`src/rtl/pt_walker_pkg.sv`:
```
package pt_walker_pkg;
  typedef enum logic [2:0] {
    WK_IDLE,
    WK_RD_DIR,
    WK_WT_DIR,
    WK_RD_PTE,
    WK_WT_PTE,
    WK_DONE,
    WK_FAULT
  } walk_state_e;
endpackage

```
`src/rtl/pt_idx_split.sv`:
```
module pt_idx_split #(
  parameter int VA_W      = 32,
  parameter int PAGE_BITS = 12,
  parameter int DIR_BITS  = 10,
  parameter int TBL_BITS  = 10
) (
  input  logic [VA_W-1:0]      va,
  output logic [DIR_BITS-1:0]  dir_idx,
  output logic [TBL_BITS-1:0]  tbl_idx,
  output logic [PAGE_BITS-1:0] offset
);
  localparam int TBL_LO = PAGE_BITS;
  localparam int DIR_LO = PAGE_BITS + TBL_BITS;

  assign offset  = va[PAGE_BITS-1:0];
  assign tbl_idx = va[TBL_LO+TBL_BITS-1:TBL_LO];
  assign dir_idx = va[DIR_LO+DIR_BITS-1:DIR_LO];
endmodule

```
`src/rtl/pt_entry_addr.sv`:
```
module pt_entry_addr #(
  parameter int PA_W      = 32,
  parameter int PAGE_BITS = 12,
  parameter int IDX_W     = 10
) (
  input  logic [PA_W-PAGE_BITS-1:0] base_page,
  input  logic [IDX_W-1:0]          idx,
  output logic [PA_W-1:0]           addr
);
  localparam int PPN_W     = PA_W - PAGE_BITS;
  localparam int ENT_SHIFT = $clog2(PA_W / 8);

  // Byte address of slot idx in the table that starts at page pg.
  function automatic logic [PA_W-1:0] slot_addr(input logic [PPN_W-1:0] pg,
                                                input logic [IDX_W-1:0] ix);
    logic [PA_W-1:0] wide_ix;
    wide_ix = PA_W'(ix);
    return {pg, {PAGE_BITS{1'b0}}} + (wide_ix << ENT_SHIFT);
  endfunction

  assign addr = slot_addr(base_page, idx);
endmodule

```
`src/rtl/pt_entry_decode.sv`:
```
module pt_entry_decode #(
  parameter int PA_W      = 32,
  parameter int PAGE_BITS = 12
) (
  input  logic [PA_W-1:0]           entry,
  output logic                      valid,
  output logic [PA_W-PAGE_BITS-1:0] page,
  output logic [2:0]                perm
);
  logic unused_rsvd;

  assign valid       = entry[0];
  assign perm        = entry[3:1];
  assign page        = entry[PA_W-1:PAGE_BITS];
  assign unused_rsvd = ^entry[PAGE_BITS-1:4];
endmodule

```
`src/rtl/pt_walker.sv`:
```
module pt_walker
  import pt_walker_pkg::*;
#(
  parameter int VA_W      = 32,
  parameter int PA_W      = 32,
  parameter int PAGE_BITS = 12,
  parameter int DIR_BITS  = 10,
  parameter int TBL_BITS  = 10
) (
  input  logic                      clk,
  input  logic                      rst_n,
  input  logic                      root_we,
  input  logic [PA_W-PAGE_BITS-1:0] root_page,
  input  logic                      req_valid,
  output logic                      req_ready,
  input  logic [VA_W-1:0]           req_vaddr,
  output logic                      resp_valid,
  output logic                      resp_fault,
  output logic                      resp_level,
  output logic [PA_W-1:0]           resp_paddr,
  output logic [2:0]                resp_perm,
  output logic                      mem_req_valid,
  input  logic                      mem_req_ready,
  output logic [PA_W-1:0]           mem_req_addr,
  input  logic                      mem_resp_valid,
  input  logic [PA_W-1:0]           mem_resp_data
);
  localparam int PPN_W = PA_W - PAGE_BITS;
  localparam int IDX_W = (DIR_BITS > TBL_BITS) ? DIR_BITS : TBL_BITS;

  walk_state_e          state_q, state_d;
  logic [VA_W-1:0]      va_q;
  logic [PPN_W-1:0]     root_q;
  logic [PPN_W-1:0]     next_q;
  logic [2:0]           perm_q;
  logic                 level_q;

  logic [DIR_BITS-1:0]  dir_idx;
  logic [TBL_BITS-1:0]  tbl_idx;
  logic [PAGE_BITS-1:0] va_off;
  logic [PPN_W-1:0]     sel_page;
  logic [IDX_W-1:0]     sel_idx;
  logic                 ent_valid;
  logic [PPN_W-1:0]     ent_page;
  logic [2:0]           ent_perm;

  // Named events used by the logic and the assertions
  logic idle, req_fire, root_take, dir_arrive, pte_arrive;
  assign idle       = (state_q == WK_IDLE);
  assign req_fire   = req_valid && idle;
  assign root_take  = root_we && idle;
  assign dir_arrive = mem_resp_valid && (state_q == WK_WT_DIR);
  assign pte_arrive = mem_resp_valid && (state_q == WK_WT_PTE);

  pt_idx_split #(.VA_W(VA_W), .PAGE_BITS(PAGE_BITS), .DIR_BITS(DIR_BITS), .TBL_BITS(TBL_BITS))
    u_split (.va(va_q), .dir_idx(dir_idx), .tbl_idx(tbl_idx), .offset(va_off));

  assign sel_page = (state_q == WK_RD_DIR) ? root_q : next_q;
  assign sel_idx  = (state_q == WK_RD_DIR) ? IDX_W'(dir_idx) : IDX_W'(tbl_idx);

  pt_entry_addr #(.PA_W(PA_W), .PAGE_BITS(PAGE_BITS), .IDX_W(IDX_W))
    u_addr (.base_page(sel_page), .idx(sel_idx), .addr(mem_req_addr));

  pt_entry_decode #(.PA_W(PA_W), .PAGE_BITS(PAGE_BITS))
    u_dec (.entry(mem_resp_data), .valid(ent_valid), .page(ent_page), .perm(ent_perm));

  always_comb begin
    state_d = state_q;
    unique case (state_q)
      WK_IDLE:   if (req_valid) state_d = WK_RD_DIR;
      WK_RD_DIR: if (mem_req_ready) state_d = WK_WT_DIR;
      WK_WT_DIR: if (mem_resp_valid) state_d = ent_valid ? WK_RD_PTE : WK_FAULT;
      WK_RD_PTE: if (mem_req_ready) state_d = WK_WT_PTE;
      WK_WT_PTE: if (mem_resp_valid) state_d = ent_valid ? WK_DONE : WK_FAULT;
      WK_DONE:   state_d = WK_IDLE;
      WK_FAULT:  state_d = WK_IDLE;
      default:   state_d = WK_IDLE;
    endcase
  end

  always_ff @(posedge clk) begin
    if (!rst_n) begin
      state_q <= WK_IDLE;
      va_q    <= '0;
      root_q  <= '0;
      next_q  <= '0;
      perm_q  <= '0;
      level_q <= 1'b0;
    end else begin
      state_q <= state_d;
      if (root_take) root_q <= root_page;
      if (req_fire) begin
        va_q    <= req_vaddr;
        level_q <= 1'b0;
      end
      if (dir_arrive && ent_valid) begin
        next_q  <= ent_page;
        level_q <= 1'b1;
      end
      if (pte_arrive && ent_valid) begin
        next_q <= ent_page;
        perm_q <= ent_perm;
      end
    end
  end

  assign req_ready     = idle;
  assign mem_req_valid = (state_q == WK_RD_DIR) || (state_q == WK_RD_PTE);
  assign resp_valid    = (state_q == WK_DONE) || (state_q == WK_FAULT);
  assign resp_fault    = (state_q == WK_FAULT);
  assign resp_level    = level_q;
  assign resp_paddr    = {next_q, va_off};
  assign resp_perm     = perm_q;


  mem_hold_chk: assert property (@(posedge clk) disable iff (!rst_n)
    mem_req_valid && !mem_req_ready |=> mem_req_valid && $stable(mem_req_addr));


  resp_pulse_chk: assert property (@(posedge clk) disable iff (!rst_n)
    resp_valid |=> !resp_valid && req_ready);


  busy_ready_chk: assert property (@(posedge clk) disable iff (!rst_n)
    mem_req_valid |-> !req_ready);


  root_hold_chk: assert property (@(posedge clk) disable iff (!rst_n)
    root_we && !req_ready |=> $stable(root_q));


  first_read_chk: assert property (@(posedge clk) disable iff (!rst_n)
    req_valid && req_ready |=> mem_req_valid);


  dir_fault_chk: assert property (@(posedge clk) disable iff (!rst_n)
    dir_arrive && !ent_valid |=> resp_valid && resp_fault && !resp_level);
endmodule

```
`config.mk`:
```
export PLATFORM = sky130hd
export DESIGN_NAME = pt_walker
export DESIGN_NICKNAME = d
export VERILOG_FILES = /design/src/rtl/pt_walker_pkg.sv /design/src/rtl/pt_idx_split.sv /design/src/rtl/pt_entry_addr.sv /design/src/rtl/pt_entry_decode.sv /design/src/rtl/pt_walker.sv
export SDC_FILE = /design/constraint.sdc
export NUM_CORES = 1
export LEC_CHECK = 0
export ABC_AREA = 1
export CAP_MARGIN = 10
export CORE_MARGIN = 8
export CORE_UTILIZATION = 40
export DETAILED_ROUTE_END_ITERATION = 8
export PLACE_DENSITY = 0.89
export SYNTH_ARGS = -nofsm -noshare
export SYNTH_HDL_FRONTEND = slang
export SYNTH_SLANG_ARGS = --single-unit
```
`constraint.sdc`:
```
create_clock -name clk -period 1.8 [get_ports clk]
set_clock_uncertainty 0.15 [all_clocks]
set_input_delay 0.18 -clock clk [delete_from_list [all_inputs] [get_ports clk]]
set_output_delay 0.18 -clock clk [all_outputs]
set_load 0.01 [all_outputs]
```
* Word level (Yosys, flattened, before mapping)
Cells that the tools add are included.
** Word-level totals
- Input port bits :: 90
- Logic and storage cells :: 44
- Register bits :: 79
- Output and inout bits :: 72
** Operators by class
- Add/sub/neg operators :: 1
- Reductions and logical operators :: 12
- Mux-type cells :: 14
- Eq/ne operators :: 11
** Operator list (count)
- 20-bit 2-to-1 mux :: 3
- 32-bit by 12-bit adder with 32-bit output :: 1
- 3-bit 2-to-1 mux :: 6
- 3-bit case mux with 5 select lines :: 1
- 10-bit 2-to-1 mux :: 1
- 2-bit != test (second input constant) :: 5
- 3-bit equality test (second input constant) :: 3
- 3-bit by 2-bit equality test with 1-bit output (second input constant) :: 2
- 1-bit logical AND :: 6
- 5-bit AND reduction :: 1
- 2-bit nonzero test :: 2
- 3-bit by 1-bit equality test with 1-bit output (second input constant) :: 1
- 3-bit zero test :: 1
- 1-bit logical OR :: 2
- 1-bit 2-to-1 mux :: 2
- 2-bit 2-to-1 mux :: 1

* Longest topological paths before layout
- Depth after elaboration :: 5
- Depth in mapped cells :: 9
- Depth with buffers taken out :: 8

* By module
Synthesis repeated with hierarchy kept, for this count alone.
** Unflattened totals
- Cell total of the unflattened synthesis :: 531
- Area, all modules :: 4087.7 µm²
** By module, submodules not included
- pt_walker :: cells an instance 442, area each 3423.3 µm², instances 1, sequential area each 1581.5 µm²
- pt_entry_addr :: cells an instance 33, area each 244.0 µm², instances 1, sequential area each 0.0 µm²
- pt_idx_split :: cells an instance 32, area each 240.2 µm², instances 1, sequential area each 0.0 µm²
- pt_entry_decode :: cells an instance 24, area each 180.2 µm², instances 1, sequential area each 0.0 µm²

* Worst setup path after synthesis
OpenSTA, ideal clock, no wires.
- Path kind :: reg2out
- Start :: reg state_q[2]
- End :: out mem_req_addr[10]
- Data arrival time :: 1100 ps
- Buffers on the path :: 1
- Cell stages (with the launch flop) :: 5
- Slack :: 370 ps
- Required time :: 1470 ps
- Cells stage by stage :: dfxtp_1 > nor2_1 > nand2_2 > clkbuf_1 > o21ai_0
** Between the ends
- Cells in the longest elaborated chain, start to end :: 3
** RTL lines
- from (decl) :: RTL line pt_walker.sv:31 : walk_state_e state_q, state_d;
- from (signal assigned) :: RTL line pt_walker.sv:90 : state_q <= state_d;
- 3-bit by 1-bit equality test with 1-bit output :: RTL line pt_walker.sv:59 : assign sel_idx = (state_q == WK_RD_DIR) ? IDX_W'(dir_idx) : IDX_W'(tbl_idx);
- 10-bit 2-to-1 mux :: RTL line pt_walker.sv:59
- 32-bit by 12-bit adder with 32-bit output :: RTL line pt_entry_addr.sv:18 : return {pg, {PAGE_BITS{1'b0}}} + (wide_ix << ENT_SHIFT);
- to (decl) :: RTL line pt_walker.sv:24 : output logic [PA_W-1:0] mem_req_addr,
Every way passes these cells.

* Worst setup path after layout
- Start :: reg state_q[1]
- End :: out mem_req_addr[26]
** Between the ends
- Cells in the longest elaborated chain, start to end :: 3
- Elaborated cells between the ends (all ways) :: 4
- Classes of those cells :: add/sub (1); eq/ne (1); mux (2)
** RTL lines (RTL line)
- 3-bit by 1-bit equality test with 1-bit output (*) :: pt_walker.sv:58, pt_walker.sv:59
- 20-bit 2-to-1 mux or 10-bit 2-to-1 mux (tied branches) :: pt_walker.sv:58, pt_walker.sv:59
- 32-bit by 12-bit adder with 32-bit output (*) :: pt_entry_addr.sv:18
Every way passes the cells marked *; elsewhere a longest branch is shown, timed or not.

==> summary by stage <==
Synth
The number of enable-type register cells in the synthesized netlist is 0. The count of yosys warnings during synthesis is 0. The share of synthesized area occupied by flip-flops and latches is 0.477.

The cell area that synthesis handed to floorplanning was 3310 sq um. In the post-synthesis netlist, the biggest area contributors are sky130_fd_sc_hd__dfxtp_1 48%, sky130_fd_sc_hd__o21ai_0 12%, sky130_fd_sc_hd__a21oi_1 8.6%. The synthesis-stage register bit count is between 70 and 80. The cell with the most instances after synthesis is sky130_fd_sc_hd__dfxtp_1. After synthesis, the most frequently instantiated cells are 79 x sky130_fd_sc_hd__dfxtp_1, 77 x sky130_fd_sc_hd__o21ai_0, 63 x sky130_fd_sc_hd__nand2_1. The mean instance size in the synthesized netlist is 7.32 sq um. The number of different library cells used by synthesis comes to 22. The area share of the largest cell type after synthesis is 0.477. The share of flip-flops with an asynchronous set or reset is 0. In the synthesized netlist, the number of instances is 453. In the synthesized netlist the dominant register cell turns out to be sky130_fd_sc_hd__dfxtp_1.

The largest total area in the synthesized netlist belongs to sky130_fd_sc_hd__dfxtp_1.

Floorplanning
The core area is 8130 sq um. The area of the die is 11500 sq um. Pin placement for this block handled 162 I/O pins. The initial core utilization is 0.407. The floorplan has 33 rows. Measured along the y axis, the die boundary spans roughly 110 um. From left edge to right edge, the die measures 107 um.

Detailed routing
The number of detailed-routing iterations run before antenna repair is 4. The total DRC errors in the routed layout is 0. The count of vias placed by the detailed router is 3600. For this block, the routed nets add up to 11.5 mm of wire. The ratio of routed vias to standard cells is around 5.0. The count of routing violations after the opening detailed-route iteration is 148.

The remaining antenna violation count after routing is 0. In the final routed layout, each cell accounts on average for 16.0 um.

Worst setup path
The largest fanout of any net on the critical path is 5. STA classifies the critical path endpoint as an output port. The kind of critical path is reg -> out. STA puts the critical path data required time at 1470 ps. STA classifies the critical path startpoint as a flop. Data on the critical path arrives at its endpoint at 1470 ps.

Timing
Summed over all failing endpoints, the final setup total negative slack is 0 ps. Derived from the worst setup path, the maximum achievable clock frequency is 556 MHz. Across all setup checks in the final design, the least slack found is 1.80 ps. Setup violations remaining at the end of the flow were counted as 0. Setup repair after global routing could not meet its margin everywhere. The share of the clock period used by the worst path is 0.999. The worst path needs 1800 ps of the cycle, external delays included. The count of pins over their slew limit is 0. Headroom to the max-slew limit came out at 0.522. The measured slew at the worst slew-check pin is 716 ps. The hold violation count in the final report was 0.

Global route
The number of global-route vias before repair was 3709. The aggregate global-route resource usage is 0.190. Summed over all layers, the global routing overflow is 0. The maximum number of pins on one net before global-route repair is 56. The first global-routing pass estimated 17.7 mm of wire. The number of antenna violations at the first check in global routing is 0.

Pwr
In this run the static leakage power is 2.19 nW. After layout, the design draws a total of 6.94 mW. IR analysis of the VDD net gives a maximum drop of 0.758 mV. Power spread over the standard cell area amounts to 1300 nW/um^2.

CTS
In this run the deepest clock path goes through 2 buffers. Clock latency on the worst-skew pair, taken at its later pin, is 330 ps. The number of clock sinks seen by CTS is 79. The clock tree from TritonCTS is yes. The root buffer cell is sky130_fd_sc_hd__clkbuf_8. The H-tree was split into 3 levels.

The clock-pin slew reported for the worst setup and hold paths after clock tree synthesis is 80 ps. Counting the buffers created by CTS gives 9.

Layout
The fraction of the core area covered by cells at the end of the flow is 0.655. After routing the design area is 5330 sq um. The fraction of layout instances using a drive strength above 1 is 0.212. Compared with the post-synthesis result, the final layout area differs by 60.7%. The layout has 666 filler cells. The multi-input gate area in the final layout is 1590 sq um.

The net total in the final layout is 698. The number of antenna repair diodes is 0. The sequential cell area in the final layout is 1590 sq um.

Place
The wire-length estimate of the detail-placed layout is ~8 mm. Port buffering added 151 buffers. At the end of routability-driven placement, the weighted congestion stood at between 0.8 and 0.9. Before CTS, the worst setup slack after placement is -150 ps. Summing all placed instances gives a cell area of 4960 sq um.

Run
Across the run, the number of max-cap violations was 0.

Worst hold path
The min-delay analysis places its worst path in the category in -> reg.

Outcome
The run finished with clean final reports.
[critical path: stages, from the launching register on]
cell	delay [ps]
sky130_fd_sc_hd__dfxtp_2	350
sky130_fd_sc_hd__nor2_4	140
sky130_fd_sc_hd__nand2_4	90
sky130_fd_sc_hd__buf_8	150
sky130_fd_sc_hd__clkbuf_16	160
sky130_fd_sc_hd__nand2_2	60
sky130_fd_sc_hd__o21ai_2	50
sky130_fd_sc_hd__buf_2	140
[cells in the final DEF (no fill, tap or decap), types with 2 or more instances in the layout]
cell type / n
sky130_fd_sc_hd__dfxtp_1: 76
sky130_fd_sc_hd__nor2_4: 2
sky130_fd_sc_hd__clkbuf_8: 9
sky130_fd_sc_hd__buf_4: 14
sky130_fd_sc_hd__clkinv_2: 2
sky130_fd_sc_hd__o21ai_2: 17
sky130_fd_sc_hd__o21ai_4: 2
sky130_fd_sc_hd__o21ai_1: 24
sky130_fd_sc_hd__clkbuf_1: 2
sky130_fd_sc_hd__inv_2: 3
sky130_fd_sc_hd__o21ai_0: 44
sky130_fd_sc_hd__nand2_2: 17
sky130_fd_sc_hd__buf_6: 4
sky130_fd_sc_hd__inv_1: 39
sky130_fd_sc_hd__a21oi_1: 57
sky130_fd_sc_hd__nand3_1: 30
sky130_fd_sc_hd__nand2_1: 41
sky130_fd_sc_hd__buf_2: 29
sky130_fd_sc_hd__conb_1: 2
sky130_fd_sc_hd__dfxtp_2: 3
sky130_fd_sc_hd__nand2_4: 10
sky130_fd_sc_hd__nor2_1: 45
sky130_fd_sc_hd__clkbuf_16: 2
sky130_fd_sc_hd__nor2_2: 4
sky130_fd_sc_hd__clkdlybuf4s50_1: 117
sky130_fd_sc_hd__buf_12: 5
[through the flow]
step / hold WS [ps] / instances
detailed placement: 287 / 695
global placement: 282 / 695
finish: 265 / 717
CTS: 249 / 716
floorplan: 158 / 454
global route: 263 / 717
[registers in the layout, summed over array words and instances, names as in the netlist]
signal / flops
va_q: 32
next_q: 20
root_q: 20
resp_perm: 3
state_q: 3
resp_level: 1
[cell families after synthesis]
logic type / after synthesis / synth area share
simple gates: 152 / 0.197
compound gates: 145 / 0.219
flops: 79 / 0.477
buf+inv: 76 / 0.106
other cells: 1 / 0.00113
[repair_timing]
item                       CTS  global route
gates resized for setup    190            59
setup buffers                4             1
pin swaps                    1             5
hold buffers                 0             0
gates cloned                 2             2
setup endpoints to repair   34            72
[layer usage]
metal  share of wire  track usage
met2            0.50        0.326
met3           0.088       0.0738
met1            0.39        0.205
met4           0.022       0.0744
met5               0            0
[worst paths after layout]
check	depth (start not counted)	slack, ps	end	start
max	7	2	mem_req_addr[26]	state_q[1]$_SDFFE_PN0P_
min	3	270	va_q[8]$_SDFFE_PN0P_	req_vaddr[8]
max reg2reg	9	80	va_q[25]$_SDFFE_PN0P_	state_q[1]$_SDFFE_PN0P_
min reg2reg	2	300	resp_perm[1]$_SDFFE_PN0P_	resp_perm[1]$_SDFFE_PN0P_
[power breakdown]
| part | switching, mW | internal (mW) |
|---|---|---|
| Sequential | 0.249 | 2.20 |
| Combinational | 1.76 | 1.48 |
| Clock | 0.617 | 0.630 |
| Total | 2.63 | 4.31 |
[final cells by class]
class / count / area share
clock buffers: 11 / 0.0247
clock inverters: 4 / 0.00892
inverters: 43 / 0.0308
multi-input cells: 299 / 0.298
flip-flops and latches: 79 / 0.298
well taps: 105 / 0.0247
repair buffers: 176 / 0.316
(Power assumes the default switching activity.)
